**config.mk**
```make
export PLATFORM = sky130hd
export DESIGN_NAME = spi_clk_div
export DESIGN_NICKNAME = d
export VERILOG_FILES = /design/src/rtl/spi_clk_div_pkg.sv /design/src/rtl/spi_clk_div_cfg.sv /design/src/rtl/spi_clk_div_cnt.sv /design/src/rtl/spi_clk_div_sclk.sv /design/src/rtl/spi_clk_div.sv
export SDC_FILE = /design/constraint.sdc
export NUM_CORES = 1
export LEC_CHECK = 0
export BUFFER_PORTS_ARGS = -buffer_cell sky130_fd_sc_hd__clkbuf_2
export CORE_MARGIN = 2
export CORE_UTILIZATION = 53
export DETAILED_ROUTE_END_ITERATION = 8
export PLACE_DENSITY = 0.75
export SKIP_CTS_REPAIR_TIMING = 1
export SYNTH_ARGS = -nofsm -noshare
export SYNTH_HDL_FRONTEND = slang
export SYNTH_SLANG_ARGS = --single-unit
```
**constraint.sdc**
```tcl
create_clock -name clk_i -period 2 [get_ports clk_i]
set_input_delay 0.1 -clock clk_i [delete_from_list [all_inputs] [get_ports clk_i]]
set_output_delay 0.1 -clock clk_i [all_outputs]
set_load 0.05 [all_outputs]
```
**src/rtl/spi_clk_div_pkg.sv**
```systemverilog
package spi_clk_div_pkg;
  typedef enum logic {
    DIV_EXP = 1'b0,
    DIV_LIN = 1'b1
  } div_mode_e;
endpackage

```
**src/rtl/spi_clk_div_cfg.sv**
```systemverilog
module spi_clk_div_cfg
  import spi_clk_div_pkg::*;
#(
  parameter int LIN_W  = 8,
  parameter int EXP_W  = 4,
  parameter int TERM_W = 15,
  localparam int CFG_W = LIN_W + EXP_W + 1
) (
  input  logic              clk_i,
  input  logic              rst_ni,
  input  logic              we_i,
  input  logic [CFG_W-1:0]  wdata_i,
  input  logic              load_i,
  output logic [TERM_W-1:0] term_o
);
  localparam int SEL_BIT = LIN_W + EXP_W;

  logic [CFG_W-1:0]  shadow_q;
  logic [LIN_W-1:0]  lin_n;
  logic [EXP_W-1:0]  exp_n;
  div_mode_e         mode;
  logic [TERM_W-1:0] lin_term, exp_term, next_term, term_q;

  always_ff @(posedge clk_i or negedge rst_ni) begin
    if (!rst_ni)   shadow_q <= '0;
    else if (we_i) shadow_q <= wdata_i;
  end

  assign lin_n = shadow_q[LIN_W-1:0];
  assign exp_n = shadow_q[SEL_BIT-1:LIN_W];
  assign mode  = div_mode_e'(shadow_q[SEL_BIT]);

  // terminal count is half-period minus one
  assign lin_term = TERM_W'(lin_n);
  assign exp_term = (TERM_W'(1) << exp_n) - TERM_W'(1);
  assign next_term = (mode == DIV_LIN) ? lin_term : exp_term;

  always_ff @(posedge clk_i or negedge rst_ni) begin
    if (!rst_ni)     term_q <= '0;
    else if (load_i) term_q <= next_term;
  end

  assign term_o = term_q;
endmodule

```
**src/rtl/spi_clk_div_cnt.sv**
```systemverilog
module spi_clk_div_cnt #(
  parameter int TERM_W = 15
) (
  input  logic              clk_i,
  input  logic              rst_ni,
  input  logic              busy_i,
  input  logic [TERM_W-1:0] term_i,
  output logic              tick_o,
  output logic [TERM_W-1:0] cnt_o
);
  logic [TERM_W-1:0] cnt_q;

  assign tick_o = busy_i && (cnt_q == term_i);

  always_ff @(posedge clk_i or negedge rst_ni) begin
    if (!rst_ni)      cnt_q <= '0;
    else if (!busy_i) cnt_q <= '0;
    else if (tick_o)  cnt_q <= '0;
    else              cnt_q <= cnt_q + TERM_W'(1);
  end

  assign cnt_o = cnt_q;
endmodule

```
**src/rtl/spi_clk_div_sclk.sv**
```systemverilog
module spi_clk_div_sclk (
  input  logic clk_i,
  input  logic rst_ni,
  input  logic busy_i,
  input  logic tick_i,
  output logic sclk_o
);
  logic sclk_q;

  always_ff @(posedge clk_i or negedge rst_ni) begin
    if (!rst_ni)      sclk_q <= 1'b0;
    else if (!busy_i) sclk_q <= 1'b0;
    else if (tick_i)  sclk_q <= ~sclk_q;
  end

  assign sclk_o = sclk_q;
endmodule

```
**src/rtl/spi_clk_div.sv**
```systemverilog
module spi_clk_div #(
  parameter int LIN_W = 8,
  parameter int EXP_W = 4,
  localparam int CFG_W  = LIN_W + EXP_W + 1,
  localparam int EXP_MAX = (1 << EXP_W) - 1,
  localparam int TERM_W = (LIN_W > EXP_MAX) ? LIN_W : EXP_MAX
) (
  input  logic             clk_i,
  input  logic             rst_ni,
  input  logic             cfg_we_i,
  input  logic [CFG_W-1:0] cfg_wdata_i,
  input  logic             busy_i,
  output logic             tick_o,
  output logic             sclk_o
);
  logic [TERM_W-1:0] term_q;
  logic [TERM_W-1:0] cnt_q;
  logic              tick;
  logic              load;

  // reload only when parked or on a half-period boundary
  assign load = !busy_i || tick;

  spi_clk_div_cfg #(
    .LIN_W (LIN_W),
    .EXP_W (EXP_W),
    .TERM_W(TERM_W)
  ) u_cfg (
    .clk_i  (clk_i),
    .rst_ni (rst_ni),
    .we_i   (cfg_we_i),
    .wdata_i(cfg_wdata_i),
    .load_i (load),
    .term_o (term_q)
  );

  spi_clk_div_cnt #(
    .TERM_W(TERM_W)
  ) u_cnt (
    .clk_i (clk_i),
    .rst_ni(rst_ni),
    .busy_i(busy_i),
    .term_i(term_q),
    .tick_o(tick),
    .cnt_o (cnt_q)
  );

  spi_clk_div_sclk u_sclk (
    .clk_i (clk_i),
    .rst_ni(rst_ni),
    .busy_i(busy_i),
    .tick_i(tick),
    .sclk_o(sclk_o)
  );

  assign tick_o = tick;
endmodule

```
# Word-level counts from Yosys, hierarchy flattened
# Cells that the tools add are included.
# op_classes
add_sub_neg	2
eq_ne	2
n_shift	1
muxes	5
n_bitwise	1
n_reduce_logical	3
# op_table
operator	count
15-bit two-way mux	3
15-bit by 1-bit adder with 15-bit output, second input constant	1
15-bit equality test	1
1-bit by 4-bit left shift with 15-bit output, first input constant	1
15-bit by 2-bit subtractor with 15-bit output, second input constant	1
1-bit two-way mux	2
2-bit by 1-bit inequality test with 1-bit output, second input constant	1
1-bit logical AND	1
1-bit zero test	1
1-bit logical OR	1
1-bit inverter	1
# totals
regBits	44
inputBits	17
output_inout_bits	2
wordCells	18

# Longest topological paths before layout
# Gate-level depths: netlist of run 1.
# logic_depth
depth_word	4
mapped_depth	10
depth_no_buf	8

# Modules after synthesis
# Synthesis of run 1 repeated with hierarchy kept, for this count alone.
# unflattened
hier_cells	217
hier_area_um2	2349.8
# modules_own_cells
module	instances	cells_per_inst	area_each_um2	seq_area_each_um2
spi_clk_div_cfg	1	121	1345.0	700.7
spi_clk_div_cnt	1	92	958.4	375.4
spi_clk_div_sclk	1	3	40.0	25.0
spi_clk_div	1	1	6.3	0.0

# Least setup slack after synthesis of run 1
# No wires, ideal clock.
# synth_timing
path_type	register to output
startpoint	register u_cnt.cnt_q[2], in the netlist u_cnt.cnt_o[2]
endpoint	output tick_o
arrival_ps	2562
required_time_ps	1900
setup_slack_ps	-662
stages_incl_launch_ff	5
n_path_buf	0
cell_sequence	dfrtp_1 -> xor2_1 -> nor4_1 -> nand2_1 -> nor4_1
# synth_between
elab_chain_len	2
# synth_lines
item	line_no	text
from (decl)	spi_clk_div_cnt.sv:11	logic [TERM_W-1:0] cnt_q;
from (signal assigned)	spi_clk_div_cnt.sv:19	else cnt_q <= cnt_q + TERM_W'(1);
15-bit equality test	spi_clk_div_cnt.sv:13	assign tick_o = busy_i && (cnt_q == term_i);
1-bit logical AND	spi_clk_div_cnt.sv:13	
to (decl)	spi_clk_div.sv:13	output logic tick_o,
# No other way between the ends.

# Worst setup path in the final report of run 1
# layout_timing
startpoint	register u_cnt.cnt_q[11], in the netlist u_cnt.cnt_o[11]
endpoint	register u_cfg.term_q[13], in the netlist u_cfg.term_o[13]
# layout_between
elab_chain_len	3
# layout_lines
item	line_no	text
15-bit equality test	spi_clk_div_cnt.sv:13	
1-bit logical AND	spi_clk_div_cnt.sv:13	
1-bit logical OR	spi_clk_div.sv:22	assign load = !busy_i || tick;
to (signal assigned)	spi_clk_div_cfg.sv:40	else if (load_i) term_q <= next_term;
to (decl)	spi_clk_div_cfg.sv:22	logic [TERM_W-1:0] lin_term, exp_term, next_term, term_q;
# No other way between the ends.
# A chain may end at the register's enable or synchronous reset.

==> flow_summary_export.csv, run 1 <==
group,metric,value,unit
yosys,synthesized_net_count,231,
yosys,netlist_instances,212,
timing,grt_setup_unrepaired,"yes",
final_layout,most_common_library_cell_in_the_layout_ignoring_fill_and_taps,"dfrtp_1",
clock_tree,clock_transition_at_the_registers_of_the_reported_paths,0.08,ns
timing,worst_slack,-0.0533,ns
clock_tree,insertion_delay,0.30,ns
yosys,synth_edf_count,0,
detailed_routing,postRouteWirelength,4680,um
yosys,synth-async-reset-ratio,1.00,
placed_design,place_hpwl,3430,um
final_layout,drive_above_1_share,0.315,
yosys,synthesis.area,0.00225,sq mm
critical_path,critical_setup_path_class,"flop to flop",
critical_path,depth_of_the_most_critical_reg_to_reg_path,6,
critical_path,timing.reg2reg.setup_slack,-0.05,ns
timing,slew-limit-headroom,0.761,
floorplan,design.core.area,0.00403,sq mm
clock_tree,cts_root_buf,"clkbuf_8",
timing,timing_hold_violations_final,0,
clock_tree,htree_levels,2,
clock_tree,cts_num_sinks,44,
detailed_routing,via_per_inst,5.42,
floorplan,core.rowCount,23,
hold_path,timing.hold.worst_path_depth,3,
grt,grt_first_pass_wirelength,7840,um
critical_path,critical_path.max_fanout,5,
timing,finalSetupTns,-0.268,ns
timing,maxClockFrequency,0.487,GHz
timing,min_period_over_period,1.03,
critical_path,critical_path.startpoint_type,"flop",
outcome,violations,"negative setup slack",
power,irDropWorstVdd,0.415,mV
grt,first_global_vias,1666,
detailed_routing,wire_per_inst,15.7,um
floorplan,die_area,0.00478,sq mm
final_layout,finalNetCount,267,
floorplan,boundaryPins,19,
grt,pin_count_of_the_biggest_net_entering_global_routing,21,
detailed_routing,antenna_violating_nets_post_route,0,
floorplan,initial_core_util,0.558,
critical_path,cp_data_arrival_time,2.24,ns
yosys,post_synth_num_cell_types,31,
power,p_leak,1.25,nW
yosys,syn_area_per_cell,10.6,sq um
final_layout,fill_cells,311,
yosys,synth_sequential_area_ratio,0.490,
placed_design,placer_s_final_routability_congestion_estimate,0.806,
critical_path,endpoint_kind,"flop",
detailed_routing,drt-pass1-iter-count,4,
final_layout,antenna_diode_count,0,
clock_tree,cts_made_buffers,5,
timing,maxSlewViolCount,0,
placed_design,placed_cell_area,0.00249,sq mm
final_layout,most-common-layout-cells,"dfrtp_1 (44), nor2_1 (25), buf_4 (19)",
critical_path,critical_path_required,2.19,ns
clock_tree,cts_buffer_depth,2,
yosys,synth-warning-count,0,
outcome,outcome,"finished, violations left",
floorplan,die_y,69.1,um
grt,grt.overflow.total,0,
detailed_routing,num_vias,1614,
grt,antenna_found_initial,0,
power,powerDensity,762,mW/mm^2
timing,tightest_slew,0.358,ns
timing,setup_viol_count_final,12,
detailed_routing,detail_route.iter0.violations,102,
clock_tree,tritoncts,"built",
floorplan,die-width,69.1,um
grt,grt_use_total,0.211,
final_layout,design_area,0.00270,sq mm
power,report.power.total,2.06,mW
yosys,yosys_most_used_dff,"dfrtp_1",
job,maxCapViolations,0,
yosys,synth_seq_cells,44,
final_layout,area_growth_syn_to_layout,20.2,%
placed_design,port-buffer-count,18,
detailed_routing,route.detailed.drc,0,
hold_path,worstHoldPathType,"input port to flop",
timing,timing.final.crit_period,2.05,ns
timing,fin_worst_skew,0.00559,ns
[cell families after synthesis]
group           after synthesis  share of synthesized area
simple gates                 66                      0.139
buf+inv                      20                     0.0417
xor+xnor                     29                      0.113
flops                        44                      0.490
mux                          29                      0.144
fa+ha+maj                     2                     0.0111
compound gates               22                     0.0623
[critical path, stage by stage (launching register included)]
cell and delay [ns]:
dfrtp_1 0.41, xor2_1 0.19, nor4_2 0.35, nand2_1 0.19, o31ai_4 0.28, buf_4 0.20
mux2_1 0.33
[cell type report]
type                    count  area, sq um  area share
flip-flops and latches     44         1100       0.407
multi-input cells         148         1130       0.418
repair buffers             41          283       0.105
well taps                  50         62.6      0.0231
clock buffers               7         96.3      0.0356
inverters                   8         30.0      0.0111
[report_power, final]
group	internal (mW)	total (mW)	leakage (nW)	switching, mW
Combinational	0.221	0.417	0.642	0.197
Clock	0.308	0.602	0.0503	0.295
Sequential	0.970	1.04	0.559	0.0706
Total	1.50	2.06	1.25	0.562
[routing by layer]
layer / vias up / global-route usage / wire (um)
li1: 793 / - / -
met4: 0 / 0.0937 / 115
met3: 13 / 0.0585 / 211
met5: - / 0 / 0
met2: 34 / 0.345 / 2260
met1: 774 / 0.260 / 2090
[worst paths after layout]
kind	end	startpoint
worst max-delay path	u_cfg.term_o[13]$_DFFE_PN0P_	u_cnt.cnt_o[11]$_DFF_PN0_
max in group asynchronous	u_cnt.cnt_o[3]$_DFF_PN0_	rst_ni
min in group asynchronous	u_cnt.cnt_o[5]$_DFF_PN0_	rst_ni
worst min register to register	u_cfg.shadow_q[0]$_DFFE_PN0P_	u_cfg.shadow_q[0]$_DFFE_PN0P_
worst max register to register	u_cfg.term_o[13]$_DFFE_PN0P_	u_cnt.cnt_o[11]$_DFF_PN0_
worst min-delay path	u_cfg.shadow_q[3]$_DFFE_PN0P_	cfg_wdata_i[3]
[registers in the layout, summed over array words and instances, names as in the netlist]
signal / flops
u_cnt.cnt_o: 15
u_sclk.sclk_o: 1
u_cfg.shadow_q: 13
u_cfg.term_o: 15
[stage by stage]
stage / utilization / hold slack, ns / std cells / setup slack, ns
floorplan: - / -0.196 / 212 / 0.0240
detailed placement: 0.619 / 0.0162 / 287 / -0.0805
finish: 0.671 / 0.0124 / 298 / -0.0533
CTS: 0.643 / -0.309 / 294 / -0.331
global route: 0.671 / 0.0110 / 298 / -0.143
global placement: 0.619 / 0.0209 / 287 / 0.0353
[cells in the mapped netlist, drive strengths merged (2+ instances only)]
| cell | instances | share of area |
|---|---|---|
| dfrtp | 44 | 0.49 |
| mux2 | 26 | 0.13 |
| nor2 | 25 | 0.042 |
| xnor2 | 15 | 0.058 |
| nand2 | 14 | 0.023 |
| xor2 | 14 | 0.055 |
| a21oi | 8 | 0.018 |
| clkbuf | 8 | 0.013 |
| inv | 8 | 0.013 |
| o21ai | 8 | 0.018 |
| nand3 | 7 | 0.016 |
| nor4 | 5 | 0.014 |
| buf | 4 | 0.015 |
| nand4 | 4 | 0.011 |
| and3 | 3 | 0.0083 |
| mux2i | 3 | 0.013 |
| nor3 | 3 | 0.0067 |
| o31ai | 3 | 0.016 |
| ha | 2 | 0.011 |
Note: power is estimated with default switching activity, not from simulation.
==> run 2: changes to the inputs <==
--- a/config.mk
+++ b/config.mk
@@ -7,10 +7,11 @@
 export LEC_CHECK = 0
 export BUFFER_PORTS_ARGS = -buffer_cell sky130_fd_sc_hd__clkbuf_2
 export CORE_MARGIN = 2
-export CORE_UTILIZATION = 53
+export CORE_UTILIZATION = 60
 export DETAILED_ROUTE_END_ITERATION = 8
-export PLACE_DENSITY = 0.75
+export PLACE_DENSITY = 0.8
 export SKIP_CTS_REPAIR_TIMING = 1
+export SKIP_LAST_GASP = 1
 export SYNTH_ARGS = -nofsm -noshare
 export SYNTH_HDL_FRONTEND = slang
 export SYNTH_SLANG_ARGS = --single-unit
==> constraint.sdc (replaced) <==
create_clock -name clk_i -period 2.4 [get_ports clk_i]
set_input_delay 0.12 -clock clk_i [delete_from_list [all_inputs] [get_ports clk_i]]
set_output_delay 0.12 -clock clk_i [all_outputs]
set_load 0.05 [all_outputs]
==> run 2 against run 1 <==
Net effect: the flow now finishes without violations; sequential share of layout area rose by 3.0 points; via count shrank 4.6%; sequential power decreased by 16%; worst hold slack improved by 0.026 ns.
==> flow_summary_export.csv, run 2 (synthesized netlist as in run 1, its figures left out) <==
group,metric,value,unit
detailed_routing,via_per_inst,5.46,
clock_tree,tritoncts,"built",
final_layout,most-common-layout-cells,"dfrtp_1 (44), nor2_1 (25), mux2_2 (24)",
clock_tree,cts_root_buf,"clkbuf_8",
clock_tree,cts_made_buffers,5,
final_layout,area_growth_syn_to_layout,11.9,%
critical_path,cp_slowest_cell,"dfrtp_1",
power,clock_power_share,0.326,
grt,pin_count_of_the_biggest_net_entering_global_routing,27,
timing,setup_viol_count_final,0,
timing,grt_setup_unrepaired,"no",
placed_design,placer_s_final_routability_congestion_estimate,0.827,
power,switching_power,0.438,mW
critical_path,critical_setup_path_class,"flop to flop",
floorplan,die_area,0.00425,sq mm
hold_path,min_delay_worst_endpoint,"u_cfg.shadow_q[3]$_DFFE_PN0P_",
placed_design,placement.setup.worst_slack,0.249,ns
critical_path,critical_path.max_fanout,14,
grt,grt_first_pass_wirelength,7040,um
timing,finalSetupTns,0,ns
final_layout,multi_input_comb_area,0.00106,sq mm
timing,worst_slack,0.237,ns
grt,grt_use_met3,0.0411,
final_layout,most_common_library_cell_in_the_layout_ignoring_fill_and_taps,"dfrtp_1",
floorplan,initial_core_util,0.619,
power,powerDensity,672,mW/mm^2
hold_path,timing.hold.worst.start,"cfg_wdata_i[3]",
critical_path,cp_peak_stage_delay,0.52,ns
detailed_routing,postRouteWirelength,4000,um
power,combPwrFrac,0.159,
timing,min_period_over_period,0.901,
critical_path,rr_endpoint,"u_cfg.term_o[10]$_DFFE_PN0P_",
detailed_routing,detail_route.iter0.violations,106,
detailed_routing,wire_per_inst,14.2,um
timing,slew-limit-headroom,0.570,
timing,maxClockFrequency,0.462,GHz
timing,maxSlewViolCount,0,
placed_design,port-buffer-count,18,
final_layout,postLayoutCoreUtil,0.692,
floorplan,design.core.area,0.00363,sq mm
floorplan,die-width,65.2,um
final_layout,ff_latch_area,0.00110,sq mm
power,p_leak,1.12,nW
power,irDropWorstVdd,0.410,mV
clock_tree,cts_buffer_depth,2,
critical_path,critical_path.reg2reg.startpoint,"u_cfg.shadow_q[9]$_DFFE_PN0P_",
hold_path,timing.hold.worst_path_depth,3,
power,power.share.switching,0.259,
detailed_routing,antenna_violating_nets_post_route,0,
grt,grt_most_used_layer,"met2",
critical_path,family_of_cells_with_the_greatest_summed_delay_on_the_critical_path,"simple AND/OR/NAND/NOR gates",
placed_design,place_hpwl,2950,um
hold_path,worstHoldPathType,"input port to flop",
final_layout,drive_above_1_share,0.252,
timing,fin_worst_skew,0.00791,ns
critical_path,endpoint_kind,"flop",
grt,gr-usage-met2,0.335,
power,share_seq_of_total_power,0.515,
timing,timing_hold_violations_final,0,
final_layout,antenna_diode_count,0,
critical_path,critical_path.startpoint_type,"flop",
timing,tightest_slew,0.646,ns
clock_tree,htree_levels,2,
final_layout,finalNetCount,252,
grt,antenna_found_initial,0,
critical_path,cp_common_cell,"nor2_1",
detailed_routing,num_vias,1540,
floorplan,core.rowCount,22,
critical_path,cp_data_arrival_time,2.40,ns
job,maxCapViolations,0,
critical_path,depth_of_the_most_critical_reg_to_reg_path,8,
clock_tree,cts_num_sinks,44,
critical_path,timing.reg2reg.setup_slack,0.24,ns
critical_path,buffering_stage_count_on_the_worst_path_with_inverters_included,0,
grt,first_global_vias,1536,
floorplan,boundaryPins,19,
detailed_routing,drt-pass1-iter-count,4,
critical_path,startpoint,"u_cfg.shadow_q[9]$_DFFE_PN0P_",
outcome,outcome,"finished, final reports clean",
timing,final.hold.worst_slack,0.0384,ns
grt,grt.overflow.total,0,
grt,grt_use_total,0.216,
grt,met1_track_usage_gr,0.314,
power,internal_power,1.25,mW
final_layout,fill_cells,285,
timing,timing.final.crit_period,2.16,ns
clock_tree,insertion_delay,0.29,ns
clock_tree,clock_transition_at_the_registers_of_the_reported_paths,0.08,ns
critical_path,cp_cell_sequence,"nor2_1, nand2_1, ha_1, nor4bb_1, a21oi_1, o22a_1, nor2_1, mux2_2",
floorplan,die_y,65.2,um
critical_path,critical_path_required,2.64,ns
detailed_routing,route.detailed.drc,0,
==> run 2: changes by cell type in the layout (fill, tap and decap cells not counted), moves of 2 or more <==
cell,delta
mux2_4,-11
mux2_2,+10
buf_4,-12
clkbuf_8,-2
buf_6,-4
==> run 2: through the flow <==
| stage | area [sq um] | power (mW) | std cells |
|---|---|---|---|
| global placement | 2390 | 1.14 | 273 |
| global route | 2510 | 1.78 | 282 |
| finish | 2510 | 1.69 | 282 |
| detailed placement | 2390 | 1.15 | 273 |
| CTS | 2500 | 1.70 | 281 |
| floorplan | 2250 | 1.07 | 212 |
==> run 2: how the worst max path moves through the flow <==
stage                              endpoint  cells after the start
5_1_grt        u_cfg.term_o[10]$_DFFE_PN0P_                      8
4_1_cts        u_cfg.term_o[14]$_DFFE_PN0P_                      6
2_1_floorplan                        tick_o                      4
3_3_place_gp   u_cfg.term_o[10]$_DFFE_PN0P_                      8
6_report       u_cfg.term_o[10]$_DFFE_PN0P_                      8
3_5_place_dp   u_cfg.term_o[14]$_DFFE_PN0P_                      6
==> run 2: routing by layer <==
metal  share of wire  wire length (um)
met2            0.47              1880
met5               0                 0
met3           0.018                71
met1            0.51              2020
met4          0.0053                21
==> run 2: final cells by class <==
type	instances	area share
clock buffers	5	0.0274
repair buffers	26	0.0607
flip-flops and latches	44	0.438
clock inverters	3	0.0169
multi-input cells	148	0.421
inverters	8	0.0119
well taps	48	0.0239
==> run 2: worst register-to-register path, delay by kind of cell (launching register included) <==
kind,cells,cell delay [ns]
simple gates,4,0.88
fa+ha+maj,1,0.30
compound gates,2,0.26
flops,1,0.52
mux,1,0.15
==> run 2: power by group through the flow <==
stage | sequential (mW) | clock [mW] | combinational [mW]
4_1_cts | 0.869 | 0.563 | 0.269
3_3_place_gp | 0.883 | 0 | 0.260
2_1_floorplan | 0.858 | 0 | 0.212
3_5_place_dp | 0.884 | 0 | 0.268
6_report | 0.871 | 0.551 | 0.269
5_1_grt | 0.880 | 0.598 | 0.303
